File: src/rtl/pu_pkg.sv
package pu_pkg;

   typedef enum logic [1:0] {
      PM_PASS = 2'd0,
      PM_B8   = 2'd1,
      PM_B16  = 2'd2,
      PM_B32  = 2'd3
   } pmode_e;

   typedef struct packed {
      pmode_e mode;
      logic   big;
   } pcfg_t;

   localparam pcfg_t CFG_RESET = '{mode: PM_PASS, big: 1'b0};

   function automatic pmode_e decode_code(input logic [7:0] code,
                                          input logic [7:0] c8,
                                          input logic [7:0] c16,
                                          input logic [7:0] c32);
      if (code == c8)       return PM_B8;
      else if (code == c16) return PM_B16;
      else if (code == c32) return PM_B32;
      else                  return PM_PASS;
   endfunction

   function automatic logic [2:0] pix_per_word(input pmode_e m);
      case (m)
         PM_B8:   return 3'd4;
         PM_B16:  return 3'd2;
         default: return 3'd1;
      endcase
   endfunction

endpackage

File: src/rtl/pu_cfg_reg.sv
module pu_cfg_reg
   import pu_pkg::*;
#(
   parameter logic [7:0] CODE_B8  = 8'h1E,
   parameter logic [7:0] CODE_B16 = 8'h1C,
   parameter logic [7:0] CODE_B32 = 8'h1D
) (
   input  logic       clk,
   input  logic       rst_n,
   input  logic       host_wr,
   input  logic [7:0] host_code,
   input  logic       host_big,
   input  logic       boundary,
   output pcfg_t      act_cfg
);

   pcfg_t wr_cfg;
   pcfg_t pend_cfg;
   logic  pend_v;

   always_comb begin
      wr_cfg.mode = decode_code(host_code, CODE_B8, CODE_B16, CODE_B32);
      wr_cfg.big  = host_big;
   end

   always_ff @(posedge clk or negedge rst_n) begin
      if (!rst_n) begin
         act_cfg  <= CFG_RESET;
         pend_cfg <= CFG_RESET;
         pend_v   <= 1'b0;
      end else if (boundary) begin
         pend_v <= 1'b0;
         if (host_wr)     act_cfg <= wr_cfg;
         else if (pend_v) act_cfg <= pend_cfg;
      end else if (host_wr) begin
         pend_cfg <= wr_cfg;
         pend_v   <= 1'b1;
      end
   end

endmodule

File: src/rtl/pu_dot_ctr.sv
module pu_dot_ctr #(
   parameter int CNT_W = 2
) (
   input  logic             clk,
   input  logic             rst_n,
   input  logic [CNT_W:0]   ppw,
   output logic [CNT_W-1:0] cnt,
   output logic             last
);

   assign last = ({1'b0, cnt} == (ppw - 1'b1));

   always_ff @(posedge clk or negedge rst_n) begin
      if (!rst_n)    cnt <= '0;
      else if (last) cnt <= '0;
      else           cnt <= cnt + 1'b1;
   end

endmodule

File: src/rtl/pu_lane_sel.sv
module pu_lane_sel
   import pu_pkg::*;
#(
   parameter int LANE_W = 8,
   localparam int LANES  = 4,
   localparam int WORD_W = LANE_W * LANES
) (
   input  logic [WORD_W-1:0] word,
   input  logic [1:0]        cnt,
   input  pcfg_t             cfg,
   output logic [WORD_W-1:0] pix
);

   logic [LANE_W-1:0]   lane    [LANES];
   logic [2*LANE_W-1:0] half    [2];
   logic [WORD_W-1:0]   swapped;
   logic [1:0]          idx8;
   logic                idx16;

   for (genvar g = 0; g < LANES; g++) begin : g_lane
      assign lane[g] = word[g*LANE_W +: LANE_W];
      assign swapped[g*LANE_W +: LANE_W] = word[(LANES-1-g)*LANE_W +: LANE_W];
   end

   for (genvar h = 0; h < 2; h++) begin : g_half
      assign half[h] = word[h*2*LANE_W +: 2*LANE_W];
   end

   always_comb begin
      idx8  = cfg.big ? ~cnt : cnt;
      idx16 = cfg.big ? ~cnt[0] : cnt[0];
      case (cfg.mode)
         PM_B8:   pix = WORD_W'(lane[idx8]);
         PM_B16:  pix = WORD_W'(half[idx16]);
         PM_B32:  pix = cfg.big ? swapped : word;
         default: pix = WORD_W'(lane[0]);
      endcase
   end

endmodule

File: src/rtl/pix_unpacker.sv
module pix_unpacker
   import pu_pkg::*;
#(
   parameter int         LANE_W    = 8,
   parameter logic [7:0] CODE_B8   = 8'h1E,
   parameter logic [7:0] CODE_B16  = 8'h1C,
   parameter logic [7:0] CODE_B32  = 8'h1D,
   parameter logic [7:0] CODE_PASS = 8'h2D,
   localparam int WORD_W = LANE_W * 4,
   localparam int CNT_W  = 2
) (
   input  logic              clk,
   input  logic              rst_n,
   input  logic              host_wr,
   input  logic [7:0]        host_code,
   input  logic              host_big,
   input  logic [WORD_W-1:0] word_in,
   output logic [WORD_W-1:0] pix_out,
   output logic              load_req
);

   if (LANE_W < 1) begin : g_bad_width
      $error("pix_unpacker: LANE_W must be at least 1");
   end
   if (CODE_B8 == CODE_B16 || CODE_B8 == CODE_B32 || CODE_B16 == CODE_B32 ||
       CODE_PASS == CODE_B8 || CODE_PASS == CODE_B16 || CODE_PASS == CODE_B32) begin : g_bad_codes
      $error("pix_unpacker: mux-control codes must be distinct");
   end

   pcfg_t             act_cfg;
   logic [CNT_W-1:0]  cnt;
   logic [WORD_W-1:0] word_q;

   pu_cfg_reg #(
      .CODE_B8 (CODE_B8),
      .CODE_B16(CODE_B16),
      .CODE_B32(CODE_B32)
   ) u_cfg (
      .clk      (clk),
      .rst_n    (rst_n),
      .host_wr  (host_wr),
      .host_code(host_code),
      .host_big (host_big),
      .boundary (load_req),
      .act_cfg  (act_cfg)
   );

   pu_dot_ctr #(.CNT_W(CNT_W)) u_ctr (
      .clk  (clk),
      .rst_n(rst_n),
      .ppw  (pix_per_word(act_cfg.mode)),
      .cnt  (cnt),
      .last (load_req)
   );

   always_ff @(posedge clk or negedge rst_n) begin
      if (!rst_n)        word_q <= '0;
      else if (load_req) word_q <= word_in;
   end

   pu_lane_sel #(.LANE_W(LANE_W)) u_sel (
      .word(word_q),
      .cnt (cnt),
      .cfg (act_cfg),
      .pix (pix_out)
   );

endmodule

File: config.mk
export PLATFORM = sky130hd
export DESIGN_NAME = pix_unpacker
export DESIGN_NICKNAME = d
export VERILOG_FILES = /design/src/rtl/pu_pkg.sv /design/src/rtl/pu_cfg_reg.sv /design/src/rtl/pu_dot_ctr.sv /design/src/rtl/pu_lane_sel.sv /design/src/rtl/pix_unpacker.sv
export SDC_FILE = /design/constraint.sdc
export NUM_CORES = 1
export LEC_CHECK = 0
export BUFFER_PORTS_ARGS = -buffer_cell sky130_fd_sc_hd__buf_4
export CAP_MARGIN = 20
export CELL_PAD_IN_SITES_DETAIL_PLACEMENT = 1
export CELL_PAD_IN_SITES_GLOBAL_PLACEMENT = 2
export CORE_MARGIN = 2
export CORE_UTILIZATION = 28
export CTS_BUF_LIST = sky130_fd_sc_hd__clkbuf_2
export CTS_CLUSTER_DIAMETER = 80
export CTS_CLUSTER_SIZE = 8
export DETAILED_ROUTE_END_ITERATION = 7
export GPL_ROUTABILITY_DRIVEN = 0
export PLACE_DENSITY = 0.9
export SLEW_MARGIN = 5
export SYNTH_ARGS = -nofsm -noshare
export SYNTH_HDL_FRONTEND = slang
export SYNTH_SLANG_ARGS = --single-unit
File: constraint.sdc
create_clock -name clk -period 1.9 [get_ports clk]
set_input_delay 0.19 -clock clk [delete_from_list [all_inputs] [get_ports clk]]
set_output_delay 0.19 -clock clk [all_outputs]
set_load 0.01 [all_outputs]
Word level (Yosys, flattened, before mapping)
Index checks and enable logic that the tools add are counted.
Widths: inputs -> output; s select.
{ "totals": {"reg_bits": 41, "latchBits": 0, "ram_bits": 0, "rom_bits": 0, "in_bits": 44, "out_inout_bits": 33, "memories": 0} }
{ "classes": {"add_sub_neg": 2, "mul": 0, "div_mod_pow": 0, "n_lt_le_gt_ge": 2, "n_eq_ne": 7, "shifts": 0, "mux": 19, "bitwise": 5, "n_reduce_logical": 4} }
{ "op_table": {"columns": ["operator", "count"], "rows": [
  ["$pmux 32 s3", 1],
  ["$mux 16", 3],
  ["$mux 32", 1],
  ["$eq 8x5->1 const B", 3],
  ["$bmux 8 s2", 1],
  ["$mux 8", 2],
  ["$mux 2", 5],
  ["$mux 3", 2],
  ["$pmux 3 s2", 1],
  ["$eq 2x2->1 const B", 2],
  ["$reduce_and 2->1", 2],
  ["$reduce_bool 2->1", 2],
  ["$eq 2x3->1", 1],
  ["$ge 3x3->1 const B", 1],
  ["$mux 1", 3],
  ["$not 2->3", 1],
  ["$sub 3x1->3 const B", 1],
  ["$add 2x1->2 const B", 1],
  ["$eq 2x1->1 const B", 1],
  ["$ge 2x2->1 const B", 1],
  ["$not 1->1", 2],
  ["$not 1->2", 1],
  ["$not 2->2", 1]
]} }

Logic depth before layout (Yosys ltp)
{ "depth": {"word_depth": 7, "mapped_depth": 9} }

By module
From an unflattened synthesis, not the netlist that was laid out.
{ "hier_totals": {"hier_cells": 300, "hier_area_um2": 3331.9} }
{ "modules_own_cells": {"columns": ["mod", "instances", "cells_per_inst", "area_per_inst_um2", "seq_area_each_um2"], "rows": [
  ["pu_lane_sel", 1, 181, 1480.2, 0.0],
  ["pix_unpacker", 1, 72, 1377.6, 800.8],
  ["pu_cfg_reg", 1, 32, 336.6, 175.2],
  ["pu_dot_ctr", 1, 15, 137.6, 50.0]
]} }

Worst setup path before layout
OpenSTA, ideal clock, no wires.
{ "synth_path": {"path_kind": "reg2reg", "startpoint": "reg, netlist name u_cfg.act_cfg[1]", "endpoint": "reg, netlist name u_cfg.act_cfg[1]", "arrival_ps": 1687, "path_slack_ps": 126, "stages_incl_launch_ff": 8, "path_buffers": 1, "synth_period_minus_slack_ps": 1774, "path_cell_list": "dfrtp_1 -> inv_1 -> ha_1 -> buf_6 -> and3b_1 -> o21ai_4 -> or4_1 -> o211ai_1"} }
{ "synth_between": {"elab_chain_len": 5, "elab_cells_between_ends": 6, "classes_between": "add/sub: 1; eq/ne: 3; mux: 1; reduce/logical: 1"} }
{ "synth_rtl": {"columns": ["item", "line_no", "source"], "rows": [
  ["$eq 2x2->1 / $eq 2x1->1 (equally long branches)", "pu_pkg.sv:28", "case (m)"],
  ["$pmux 3 s2 (*)", "pu_pkg.sv:28", null],
  ["$sub 3x1->3 (*)", "pu_dot_ctr.sv:11", "assign last = ({1'b0, cnt} == (ppw - 1'b1));"],
  ["$eq 2x3->1 (*)", "pu_dot_ctr.sv:11", null],
  ["$reduce_and 2->1 (no source line) (*)", null, null]
]} }
Mark *: on every way between the ends. The rest lies on a longest branch, timed or not.
A chain may end at the register's enable or synchronous reset.

Final worst setup path
{ "layout_path": {"startpoint": "reg, netlist name u_cfg.act_cfg[1]", "endpoint": "out pix_out[4]"} }
{ "layout_between": {"elab_chain_len": 2, "elab_cells_between_ends": 4, "classes_between": "eq/ne: 3; mux: 1"} }
{ "layout_rtl": {"columns": ["item", "line_no", "source"], "rows": [
  ["$eq 2x2->1 / $eq 2x1->1 (equally long branches)", "pu_lane_sel.sv:32", "case (cfg.mode)"],
  ["$pmux 32 s3 (*)", "pu_lane_sel.sv:32", null],
  ["end: declaration", "pix_unpacker.sv:18", "output logic [WORD_W-1:0] pix_out,"]
]} }
Marked as above.

==> results by group <==
Run status
  – Status: complete, but fails checks
  – Failing checks: setup timing

Clock tree
  – Clk slew on worst S/H paths: between 200 and 300 ps
  – CTS Buf Count: 5
  – H-tree depth: 2
  – Root buffer cell: clkbuf_2
  – CTS tree: yes
  – CTS sink cnt: 41
  – CTS Buffer Depth: 2
  – Worst skew pair latency: 440 ps

Drt
  – # DRC: 0
  – Via density: 5.29
  – Antenna Nets Post-Route: 0
  – Initial DRC count: 162
  – Routed vias: around 3400
  – Drt first pass iters: 4
  – DR WL/cell: 19.9 µm
  – Final WL: 12700 µm

Flow run
  – Max_cap viols: 0

Worst setup path
  – Maximum fanout along the worst path: 4
  – Worst EP required: 1710 ps
  – Type of origin of the critical path: flip-flop
  – CP Class: reg -> out
  – Worst setup EP type: output port
  – Critical Path AT: between 2000 and 2500 ps

GRT
  – Global routing's busiest layer: met2
  – All-Layer GR Usage: 20.0%
  – Antenna violations before repair: 0
  – GRT met2 Usage: 36.9%
  – First-pass GRT wire length: 17800 µm
  – GR Layer Usage met1: 23.2%
  – Largest net degree at the start of global routing: 42
  – Gr ovfl total: 0
  – Vias in the first global route: 3477
  – Met3 Use GR: 3.03%

Floorplan
  – Starting Density: 29.1%
  – I/O pin count: between 70 and 80
  – Chip Height: 105 µm
  – CORE AREA: 9860 µm²
  – Die width: 105 µm
  – DIE AREA: between 10000 and 15000 µm²
  – Site Rows: 36

Synthesis
  – Cell Area, Synth: 2870 µm²
  – Most used flip-flop cell after synthesis: dfrtp_1
  – Number of warnings issued by yosys: 0
  – Netlist cell types: 43
  – Seq/Total Area, Yosys: between 30% and 40%
  – Syn Nets: 404
  – EDFF count, synth: 0
  – Yosys reg bits: 41
  – Avg Cell Area, Syn: 8.07 µm²
  – Syn Inst Count: 356
  – Post-synth ARST share: between 90% and 100%

Final layout
  – Share of cells above drive strength 1: 44.7%
  – Final instance area: 4940 µm²
  – Antenna cells: 0
  – NumNets Final: 553
  – Filler Cell Count: 1144
  – Layout area overhead: 72.0%

STA
  – Slew HR: 63.6%
  – Final TNS setup: -10970 ps
  – Final setup vio count: just under 60
  – Tcrit/Tclk final: 130%
  – Slew @ Worst Pin: 547 ps
  – Fin worst setup slack: -565 ps
  – Final Max Tran Viols: 0
  – Clk_skew: roughly 37 ps
  – Final Hold Viols: 0
  – Fmax: 0.406 GHz
  – Fin crit period: 2460 ps
  – RSZ-0062 raised after global routing: yes

Place
  – Post-DP HPWL: 7320 µm
  – DP Area: 3780 µm²
  – Worst slack, placed: -50.8 ps
  – IO Port Bufs: 76

Power
  – Internal power: around 0.0043 W
  – Sw Share: roughly 48%
  – Pleak: 2.26 nW
  – Clock share of power: 5.0%
  – Seq pwr share: 25.5%
  – Pwr/cell area: 1640 nW/µm²
  – Gate power share: 69.5%
  – Switch Pwr: a little under 0.004 W
  – Max rail drop VDD: between 0.5 and 0.6 mV

Hold path
  – Worst min-delay path class: in -> reg
-- timing repair --
item / in CTS / in global routing
endpoints found under the hold margin: 75 / 0
gates resized for setup: 92 / 57
endpoints found under the setup margin: 51 / 70
pin swaps: 34 / 39
buffers inserted: 9 / 9
cloned: 0 / 3
hold buffers: 35 / 0
-- state kept, by name, summed over array words and instances (netlist names) --
signal,cells
u_cfg.act_cfg,3
u_cfg.pend_cfg,3
u_cfg.pend_v,1
u_ctr.cnt,2
word_q,32
-- per-layer routing --
metal  share of wire, %  vias to the layer above
met5                  0                        -
met4                3.6                        0
met3                4.6                       45
met2                 52                      135
met1                 39                     1680
li1                   -                     1522
-- worst max-delay path, cell delays in order (launching register included) --
cell and delay, ps:
dfrtp_2 520, ha_4 200, buf_4 140, nand4_1 180, nand3_4 120, buf_6 140
a21oi_1 180, nand4_1 170, buf_4 190
-- stage by stage --
step / cells / power [W] / utilization (%) / hold WS, ps
floorplan: 356 / 0.00417 / - / -106
global placement: 579 / 0.00551 / 38.4 / 204
detailed placement: 579 / 0.00563 / 38.4 / 216
CTS: 630 / 0.00666 / 46.5 / 7.24
global route: 639 / 0.00856 / 50.1 / -0.292
finish: 639 / 0.00812 / 50.1 / 10.1
-- cells in the final DEF (no fill, tap or decap), types with 3 or more instances in the layout --
cell,n
o22ai_1,7
nand2_1,95
dfrtp_1,37
dlygate4sd3_1,35
buf_12,5
dfrtp_2,4
nand2_2,11
a22oi_2,8
or3_1,8
a31oi_1,9
buf_4,87
nor2_1,25
clkbuf_2,5
a21oi_1,6
ha_4,3
and3_1,7
nor2_2,8
mux2i_1,18
mux2_4,8
buf_6,33
mux2_2,8
mux2i_2,4
nand4_1,9
nor2_4,12
-- path summary, 6_finish.rpt --
kind | from | endpoint | slack, ps | cells after the start
min reg2reg | u_cfg.pend_cfg[1] | u_cfg.pend_cfg[1] | 560 | 2
min | host_wr | u_cfg.pend_v | 10 | 3
max in group asynchronous | rst_n | word_q[29] | 1270 | 2
min in group asynchronous | rst_n | u_cfg.pend_v | 220 | 2
max reg2reg | u_cfg.act_cfg[1] | u_cfg.act_cfg[1] | -100 | 8
max | u_cfg.act_cfg[1] | pix_out[4] | -560 | 8
-- synthesized netlist by cell type (2+ instances only) --
master	number	share of area [%]
a22oi_1	8	2.1
nand3_1	3	0.52
or3_1	8	1.7
ha_1	4	1.7
and3_1	7	1.5
a21oi_1	8	1.4
mux2i_1	24	8.4
o22ai_1	8	1.7
o2bb2ai_1	2	0.61
mux2_1	2	0.78
and3b_1	2	0.61
buf_6	2	0.78
nand4_1	9	2.0
o31ai_1	2	0.52
dfrtp_1	41	36
o21ai_1	3	0.52
buf_2	8	1.4
mux2_2	15	5.9
nand2_1	106	14
nor2_1	45	5.9
clkbuf_1	8	1.0
nor3_1	2	0.35
xnor2_1	2	0.61
buf_4	5	1.3
xnor2_2	3	1.7
a31oi_1	9	2.0
inv_1	4	0.52
-- power by group through the flow --
| stage | clock, W | combinational [W] | sequential, W |
|---|---|---|---|
| 2_1_floorplan | 0 | 0.00252 | 0.00165 |
| 3_3_place_gp | 0 | 0.00359 | 0.00191 |
| 3_5_place_dp | 0 | 0.00369 | 0.00195 |
| 4_1_cts | 0.000397 | 0.00433 | 0.00193 |
| 5_1_grt | 0.000437 | 0.00600 | 0.00212 |
| 6_report | 0.000406 | 0.00564 | 0.00207 |
-- final cells by class --
type / count / area [µm²] / share of cell area (%)
multi-input combinational: 287 / 2100 / 42.5
timing repair buffer: 165 / 1580 / 32.0
sequential: 41 / 1030 / 20.9
tap: 133 / 166 / 3.37
clock buffer: 5 / 25.0 / 0.506
inverter: 5 / 23.8 / 0.481
clock inverter: 3 / 12.5 / 0.253
-- cell families (layout without fill, tap and decap cells) --
logic type | count (synthesis) | in the layout | share of synthesized area, %
DFF | 41 | 41 | 35.7
buffers and inverters | 28 | 178 | 5.18
adders and majority gates | 4 | 4 | 1.74
and+or+nand+nor | 189 | 189 | 28.3
xor gates and xnor gates | 7 | 7 | 3.18
muxes | 41 | 41 | 15.0
AOI/OAI and AO/OA | 46 | 46 | 10.9
Power figures use the tool's default switching activity.
